==> config.mk <==
export PLATFORM = sky130hd
export DESIGN_NAME = trig_pulse_timer
export DESIGN_NICKNAME = d
export VERILOG_FILES = /design/src/rtl/tpt_pkg.sv /design/src/rtl/tpt_sync_edge.sv /design/src/rtl/tpt_regs.sv /design/src/rtl/tpt_fsm.sv /design/src/rtl/trig_pulse_timer.sv
export SDC_FILE = /design/constraint.sdc
export NUM_CORES = 1
export LEC_CHECK = 0
export BUFFER_PORTS_ARGS = -buffer_cell sky130_fd_sc_hd__clkbuf_2
export CAP_MARGIN = 15
export CORE_UTILIZATION = 45
export CTS_BUF_LIST = sky130_fd_sc_hd__clkbuf_2
export CTS_CLUSTER_SIZE = 20
export DETAILED_ROUTE_END_ITERATION = 8
export HOLD_SLACK_MARGIN = 0.12
export PLACE_DENSITY = 0.73
export SLEW_MARGIN = 15
export SYNTH_ARGS = -nofsm -noshare
export SYNTH_HDL_FRONTEND = slang
export SYNTH_SLANG_ARGS = --single-unit
==> constraint.sdc <==
create_clock -name clk -period 2.3 [get_ports clk]
set_input_delay 0.115 -clock clk [delete_from_list [all_inputs] [get_ports clk]]
set_output_delay 0.115 -clock clk [all_outputs]
set_load 0.01 [all_outputs]
==> src/rtl/tpt_pkg.sv <==
package tpt_pkg;

  typedef enum logic [1:0] {
    ST_IDLE  = 2'd0,
    ST_DELAY = 2'd1,
    ST_PULSE = 2'd2
  } tpt_state_e;

  typedef enum logic [1:0] {
    IRQ_OFF  = 2'd0,
    IRQ_TRIG = 2'd1,
    IRQ_RISE = 2'd2,
    IRQ_FALL = 2'd3
  } tpt_irq_sel_e;

  typedef struct packed {
    logic         trig_fall;
    tpt_irq_sel_e irq_sel;
    logic         ext_base;
  } tpt_ctrl_t;

  localparam int CTRL_BITS = $bits(tpt_ctrl_t);

endpackage

==> src/rtl/tpt_sync_edge.sv <==
module tpt_sync_edge #(
  parameter int STAGES = 2
) (
  input  logic clk,
  input  logic rst,
  input  logic din,
  input  logic sel_fall,
  output logic edge_o
);
  localparam int TOP = STAGES - 1;

  logic [STAGES-1:0] sync_q;
  logic              prev_q;

  always_ff @(posedge clk) begin
    if (rst) begin
      sync_q <= '0;
      prev_q <= 1'b0;
    end else begin
      sync_q <= {sync_q[STAGES-2:0], din};
      prev_q <= sync_q[TOP];
    end
  end

  always_comb begin
    if (sel_fall) edge_o = prev_q & ~sync_q[TOP];
    else          edge_o = sync_q[TOP] & ~prev_q;
  end

endmodule

==> src/rtl/tpt_regs.sv <==
module tpt_regs
  import tpt_pkg::*;
#(
  parameter int ADDR_W = 3,
  parameter int CNT_W  = 16
) (
  input  logic              clk,
  input  logic              rst,
  input  logic [ADDR_W-1:0] addr_i,
  input  logic              wr_i,
  input  logic [7:0]        wdata_i,
  input  logic              rd_i,
  output logic [7:0]        rdata_o,
  output logic [CNT_W-1:0]  delay_o,
  output logic [CNT_W-1:0]  width_o,
  output tpt_ctrl_t         ctrl_o
);
  localparam int NB       = CNT_W / 8;
  localparam int NREG     = 2 * NB + 1;
  localparam int CTRL_IDX = 2 * NB;
  localparam logic [7:0] CTRL_MASK = 8'((1 << CTRL_BITS) - 1);

  logic [7:0] regs_q [NREG];
  logic [7:0] rd_mux;

  always_ff @(posedge clk) begin
    if (rst) begin
      for (int i = 0; i < NREG; i++) regs_q[i] <= '0;
    end else if (wr_i) begin
      for (int i = 0; i < NREG; i++) begin
        if (addr_i == ADDR_W'(i)) begin
          regs_q[i] <= (i == CTRL_IDX) ? (wdata_i & CTRL_MASK) : wdata_i;
        end
      end
    end
  end

  always_comb begin
    rd_mux = '0;
    for (int i = 0; i < NREG; i++) begin
      if (addr_i == ADDR_W'(i)) rd_mux = regs_q[i];
    end
  end

  always_ff @(posedge clk) begin
    if (rst) rdata_o <= '0;
    else     rdata_o <= rd_i ? rd_mux : 8'h00;
  end

  for (genvar b = 0; b < NB; b++) begin : g_pack
    assign delay_o[8*b +: 8] = regs_q[b];
    assign width_o[8*b +: 8] = regs_q[NB + b];
  end

  assign ctrl_o = tpt_ctrl_t'(regs_q[CTRL_IDX][CTRL_BITS-1:0]);

  // nothing is driven on the read bus without a read the cycle before
  assert_rdata_idle_R1: assert property (@(posedge clk) disable iff (rst)
    !$past(rd_i) |-> rdata_o == 8'h00);

endmodule

==> src/rtl/tpt_fsm.sv <==
module tpt_fsm
  import tpt_pkg::*;
#(
  parameter int CNT_W = 16
) (
  input  logic             clk,
  input  logic             rst,
  input  logic             trig_ev,
  input  logic             tick,
  input  logic [CNT_W-1:0] delay_i,
  input  logic [CNT_W-1:0] width_i,
  input  tpt_irq_sel_e     irq_sel,
  output logic             pulse_o,
  output logic             irq_o
);
  localparam logic [CNT_W-1:0] ONE = CNT_W'(1);

  tpt_state_e       state_q;
  logic [CNT_W-1:0] cnt_q;

  always_ff @(posedge clk) begin
    if (rst) begin
      state_q <= ST_IDLE;
      cnt_q   <= '0;
      pulse_o <= 1'b0;
      irq_o   <= 1'b0;
    end else begin
      irq_o <= 1'b0;
      unique case (state_q)
        ST_IDLE: begin
          if (trig_ev) begin
            state_q <= ST_DELAY;
            cnt_q   <= delay_i;
            irq_o   <= (irq_sel == IRQ_TRIG);
          end
        end
        ST_DELAY: begin
          if (tick) begin
            if (cnt_q <= ONE) begin
              if (width_i == '0) begin
                state_q <= ST_IDLE;
              end else begin
                state_q <= ST_PULSE;
                pulse_o <= 1'b1;
                cnt_q   <= width_i;
                irq_o   <= (irq_sel == IRQ_RISE);
              end
            end else begin
              cnt_q <= cnt_q - ONE;
            end
          end
        end
        ST_PULSE: begin
          if (tick) begin
            if (cnt_q <= ONE) begin
              state_q <= ST_IDLE;
              pulse_o <= 1'b0;
              irq_o   <= (irq_sel == IRQ_FALL);
            end else begin
              cnt_q <= cnt_q - ONE;
            end
          end
        end
        default: state_q <= ST_IDLE;
      endcase
    end
  end

  // the output only rises on a tick, and only out of the delay phase
  assert_rise_on_tick_R2: assert property (@(posedge clk) disable iff (rst)
    $rose(pulse_o) |-> $past(tick) && $past(state_q) == ST_DELAY);

  // the output only falls on a tick
  assert_fall_on_tick_R3: assert property (@(posedge clk) disable iff (rst)
    $fell(pulse_o) |-> $past(tick));

  // an expiring delay with zero width leaves the output low
  assert_zero_width_R4: assert property (@(posedge clk) disable iff (rst)
    (state_q == ST_DELAY && tick && cnt_q <= ONE && width_i == '0) |=> !pulse_o);

  // an interrupt needs a source selected
  assert_irq_needs_sel_R6: assert property (@(posedge clk) disable iff (rst)
    irq_o |-> $past(irq_sel) != IRQ_OFF);

  // a pulse never jumps straight into a new delay
  assert_no_rearm_busy_R7: assert property (@(posedge clk) disable iff (rst)
    (state_q == ST_PULSE) |=> state_q != ST_DELAY);

endmodule

==> src/rtl/trig_pulse_timer.sv <==
module trig_pulse_timer
  import tpt_pkg::*;
#(
  parameter int ADDR_W      = 3,
  parameter int CNT_W       = 16,
  parameter int SYNC_STAGES = 2
) (
  input  logic              clk,
  input  logic              rst,
  input  logic [ADDR_W-1:0] bus_addr,
  input  logic              bus_wr,
  input  logic [7:0]        bus_wdata,
  input  logic              bus_rd,
  output logic [7:0]        bus_rdata,
  input  logic              us_tick,
  input  logic              ext_clk,
  input  logic              trig_in,
  output logic              pulse_out,
  output logic              irq
);
  logic [CNT_W-1:0] delay_val;
  logic [CNT_W-1:0] width_val;
  tpt_ctrl_t        ctrl;
  logic             trig_ev;
  logic             ext_edge;
  logic             tick;

  tpt_regs #(.ADDR_W(ADDR_W), .CNT_W(CNT_W)) u_regs (
    .clk     (clk),
    .rst     (rst),
    .addr_i  (bus_addr),
    .wr_i    (bus_wr),
    .wdata_i (bus_wdata),
    .rd_i    (bus_rd),
    .rdata_o (bus_rdata),
    .delay_o (delay_val),
    .width_o (width_val),
    .ctrl_o  (ctrl)
  );

  tpt_sync_edge #(.STAGES(SYNC_STAGES)) u_trig_sync (
    .clk      (clk),
    .rst      (rst),
    .din      (trig_in),
    .sel_fall (ctrl.trig_fall),
    .edge_o   (trig_ev)
  );

  tpt_sync_edge #(.STAGES(SYNC_STAGES)) u_ext_sync (
    .clk      (clk),
    .rst      (rst),
    .din      (ext_clk),
    .sel_fall (1'b0),
    .edge_o   (ext_edge)
  );

  assign tick = ctrl.ext_base ? ext_edge : us_tick;

  tpt_fsm #(.CNT_W(CNT_W)) u_fsm (
    .clk     (clk),
    .rst     (rst),
    .trig_ev (trig_ev),
    .tick    (tick),
    .delay_i (delay_val),
    .width_i (width_val),
    .irq_sel (ctrl.irq_sel),
    .pulse_o (pulse_out),
    .irq_o   (irq)
  );

  // with the external base selected, the internal strobe alone never moves the output
  assert_ext_base_R5: assert property (@(posedge clk) disable iff (rst)
    (ctrl.ext_base && !ext_edge) |=> $stable(pulse_out));

endmodule

==> impl_metrics.csv <==
group,metric,value,unit
detailed_routing,vias,2642,
global_routing,grt_max_degree,20,
detailed_routing,avgRoutedWirePerCell,17.4,um
yosys,syn_area,3410,sq um
yosys,synth_cells,302,
pwr,seq_power_share,32.9,%
clocking,tritoncts,"done",
clocking,path_clk_slew,0.19,ns
pwr,comb_power_share,55.2,%
timing,finalSetupViolCount,11,
timing,min_period_over_period,102,%
clocking,cts_max_level,3,
yosys,synth_area_per_cell,11.3,sq um
floorplan,dieArea,7930,sq um
detailed_routing,drt_first_pass_iters,4,
floorplan,rows,31,
timing,slew_headroom,71.6,%
placed_design,gp_congestion,0.934,
pwr,worst_ir_drop_vdd,0.540,mV
yosys,ys_ff_latch,70,
pwr,leakagePower,0.00160,uW
worst_setup_path,cp.arrival,2.76,ns
yosys,ys_seq_area_share,51.6,%
detailed_routing,vias_per_cell,5.67,
global_routing,antenna_found_initial,0,
yosys,yosysTopAreaCellShare,31.7,%
floorplan,die_w,89.1,um
status,violations,"negative setup slack",
final_layout,nets,386,
global_routing,grt_usage,22.5,%
clocking,clockBufferDepth,2,
final_layout,fillCellCount,660,
final_layout,fin_cells,466,
worst_setup_path,worstPathRequired,2.72,ns
yosys,synth_area_leader_cell,"edfxtp_1",
floorplan,initial_core_util,46.8,%
pwr,p_int,2940,uW
worst_setup_path,crit_type,"register to register",
placed_design,dp.cells,432,
placed_design,numPortBuffers,27,
clocking,ctsRootBufferMaster,"clkbuf_2",
pwr,p_sw,2080,uW
worst_setup_path,cp_max_fo,7,
detailed_routing,ant_nets,0,
yosys,synth_cell_types,46,
timing,rsz0062_at_grt,"true",
detailed_routing,routed_wl,8120,um
floorplan,die_h,89.1,um
timing,hold_viol,0,
pwr,switching_share,41.4,%
pwr,powerDensity,1220,nW/um^2
min_path,hp-class,"primary input to register",
timing,fmax,0.426,GHz
run,drv_cap,0,
global_routing,grt_pass1_vias,2590,
timing,whs,0.247,ns
clocking,cts-buffers-inserted,9,
global_routing,grt_pass1_wl,13000,um
clocking,cts.sinks,70,
worst_setup_path,end_kind,"register",
global_routing,grt-ovfl-total,0,
timing,slew_viol_final,0,
detailed_routing,drtIter0Drc,195,
yosys,ys_async_sr_fraction,0,%
yosys,synth_edf_count,36,
final_layout,utilization,56.2,%
timing,min_period,2.35,ns
pwr,clockPowerShare,11.9,%
status,status,"finished with violations",
yosys,synth-main-ff-cell,"edfxtp_1",
floorplan,io_pins,28,
final_layout,area_growth,20.1,%
worst_setup_path,critPathLaunchType,"register",
timing,fin_worst_skew,0.0303,ns
timing,fin_ws,-0.0460,ns
yosys,synthTopCellsByArea,"edfxtp_1 (32%), dfxtp_1 (20%), a221oi_2 (4.4%), o32ai_1 (4.1%), mux4_2 (4.0%)",
placed_design,place.detailed.hpwl,5640,um
yosys,yosys_warnings,0,
floorplan,coreArea,7290,sq um
placed_design,dp_slack,-0.150,ns
yosys,synth_nets,326,
timing,tightest_slew,0.426,ns
detailed_routing,drc_errors,0,
final_layout,drive_gt1_share,27.8,%
clocking,clkLatencyLatePin,0.52,ns
final_layout,antenna_cells,0,
==> metal layers <==
metal,up-vias,global-route usage (%),wire length (um)
met4,0,12.0,269
li1,1254,-,-
met5,-,0,0
met2,89,35.0,3760
met3,19,4.34,442
met1,1280,29.9,3650
==> cells in the final DEF (no fill, tap or decap), types with 3 or more instances in the layout <==
cell,Yosys,final
a31o_2,4,4
and2_1,9,9
nor4_1,9,7
ha_1,6,6
clkbuf_2,0,36
a21oi_1,7,7
mux4_2,6,6
clkinv_2,0,5
nor2_1,33,33
a221oi_2,10,14
nand2_1,4,4
buf_12,0,3
mux2i_1,5,5
dfxtp_2,0,3
nor3_1,5,5
dfxtp_1,34,31
edfxtp_1,36,36
nand3_1,7,7
dlygate4sd3_1,0,17
buf_4,1,18
inv_1,25,25
xnor2_1,12,12
o32ai_1,16,16
and3b_1,3,3
nor2b_1,13,13
nand2b_1,4,4
==> path summary, 6_finish.rpt <==
| path | endpoint | cells past startpoint | slack, ns | from |
|---|---|---|---|---|
| max | u_fsm.cnt_q[7] | 6 | -0.05 | u_fsm.cnt_q[5] |
| min | u_regs.rdata_o[0] | 3 | 0.25 | bus_addr[0] |
| max reg2reg | u_fsm.cnt_q[7] | 6 | -0.05 | u_fsm.cnt_q[5] |
| min reg2reg | u_ext_sync.sync_q[1] | 1 | 0.46 | u_ext_sync.sync_q[0] |
==> repair_timing <==
item / 4_1_cts / 5_1_grt
gates cloned: 1 / 0
hold buffers: 17 / 0
buffers inserted: 0 / 0
endpoints found under the setup margin: 17 / 17
resized for setup: 8 / 4
hold endpoints to repair: 58 / 0
pin swaps: 13 / 1
==> final cells by class <==
type	instances	area (sq um)	area share, %
clock buffer	9	45.0	1.10
clock inverter	7	41.3	1.01
inverter	25	93.8	2.29
multi-input combinational	191	1530	37.3
sequential	70	1770	43.1
tap	99	124	3.02
timing repair buffer	65	500	12.2
==> sequential cells by signal (all words and copies together), names as in the netlist <==
register	cells
u_regs.regs_q	36
u_fsm.cnt_q	16
u_regs.rdata_o	8
u_ext_sync.sync_q	2
u_fsm.state_q	2
u_trig_sync.sync_q	2
u_ext_sync.prev_q	1
u_fsm.irq_o	1
u_fsm.pulse_o	1
u_trig_sync.prev_q	1
==> power by group through the flow <==
stage                     combinational [uW]  sequential, uW  clock [uW]
final                                   2770            1650         597
after global routing                    2990            1670         655
after CTS                               2740            1640         612
after detailed placement                2570            1660           0
after global placement                  2520            1660           0
after floorplan                         1840            1640           0
==> synthesized netlist by cell type (5+ instances only) <==
cell and n:
inv_1 25, nor2_1 33, nor2b_1 13, nand3_1 7, and2_1 9, a21oi_1 7, o32ai_1 16, a221oi_2 10
clkbuf_1 11, xnor2_1 12, mux2i_1 5, nor4_1 9, edfxtp_1 36, ha_1 6, nor3_1 5, mux4_2 6
dfxtp_1 34
==> critical path, cell delays in order (launching register included) <==
cell and delay (ns):
dfxtp_1 0.35, or4_4 0.53, or3_4 0.34, or3_4 0.39
a21o_4 0.28, a221oi_2 0.25, o32ai_1 0.11
==> logic make-up after synthesis <==
| logic type | share of synthesized area, % |
|---|---|
| adders and majority gates | 2.20 |
| and+or+nand+nor | 16.1 |
| xor gates and xnor gates | 3.34 |
| DFF | 51.6 |
| muxes | 5.43 |
| buffers and inverters | 5.35 |
| AOI/OAI and AO/OA | 15.9 |
==> stage by stage <==
stage          TNS, ns  total power, uW  instance area, sq um
6_report        -0.272             5010                  4100
5_1_grt          -1.29             5320                  4100
4_1_cts         -0.304             4990                  4090
3_5_place_dp     -1.43             4230                  3780
3_3_place_gp    -0.883             4170                  3780
2_1_floorplan   -0.888             3480                  3420
(Power assumes the default switching activity.)
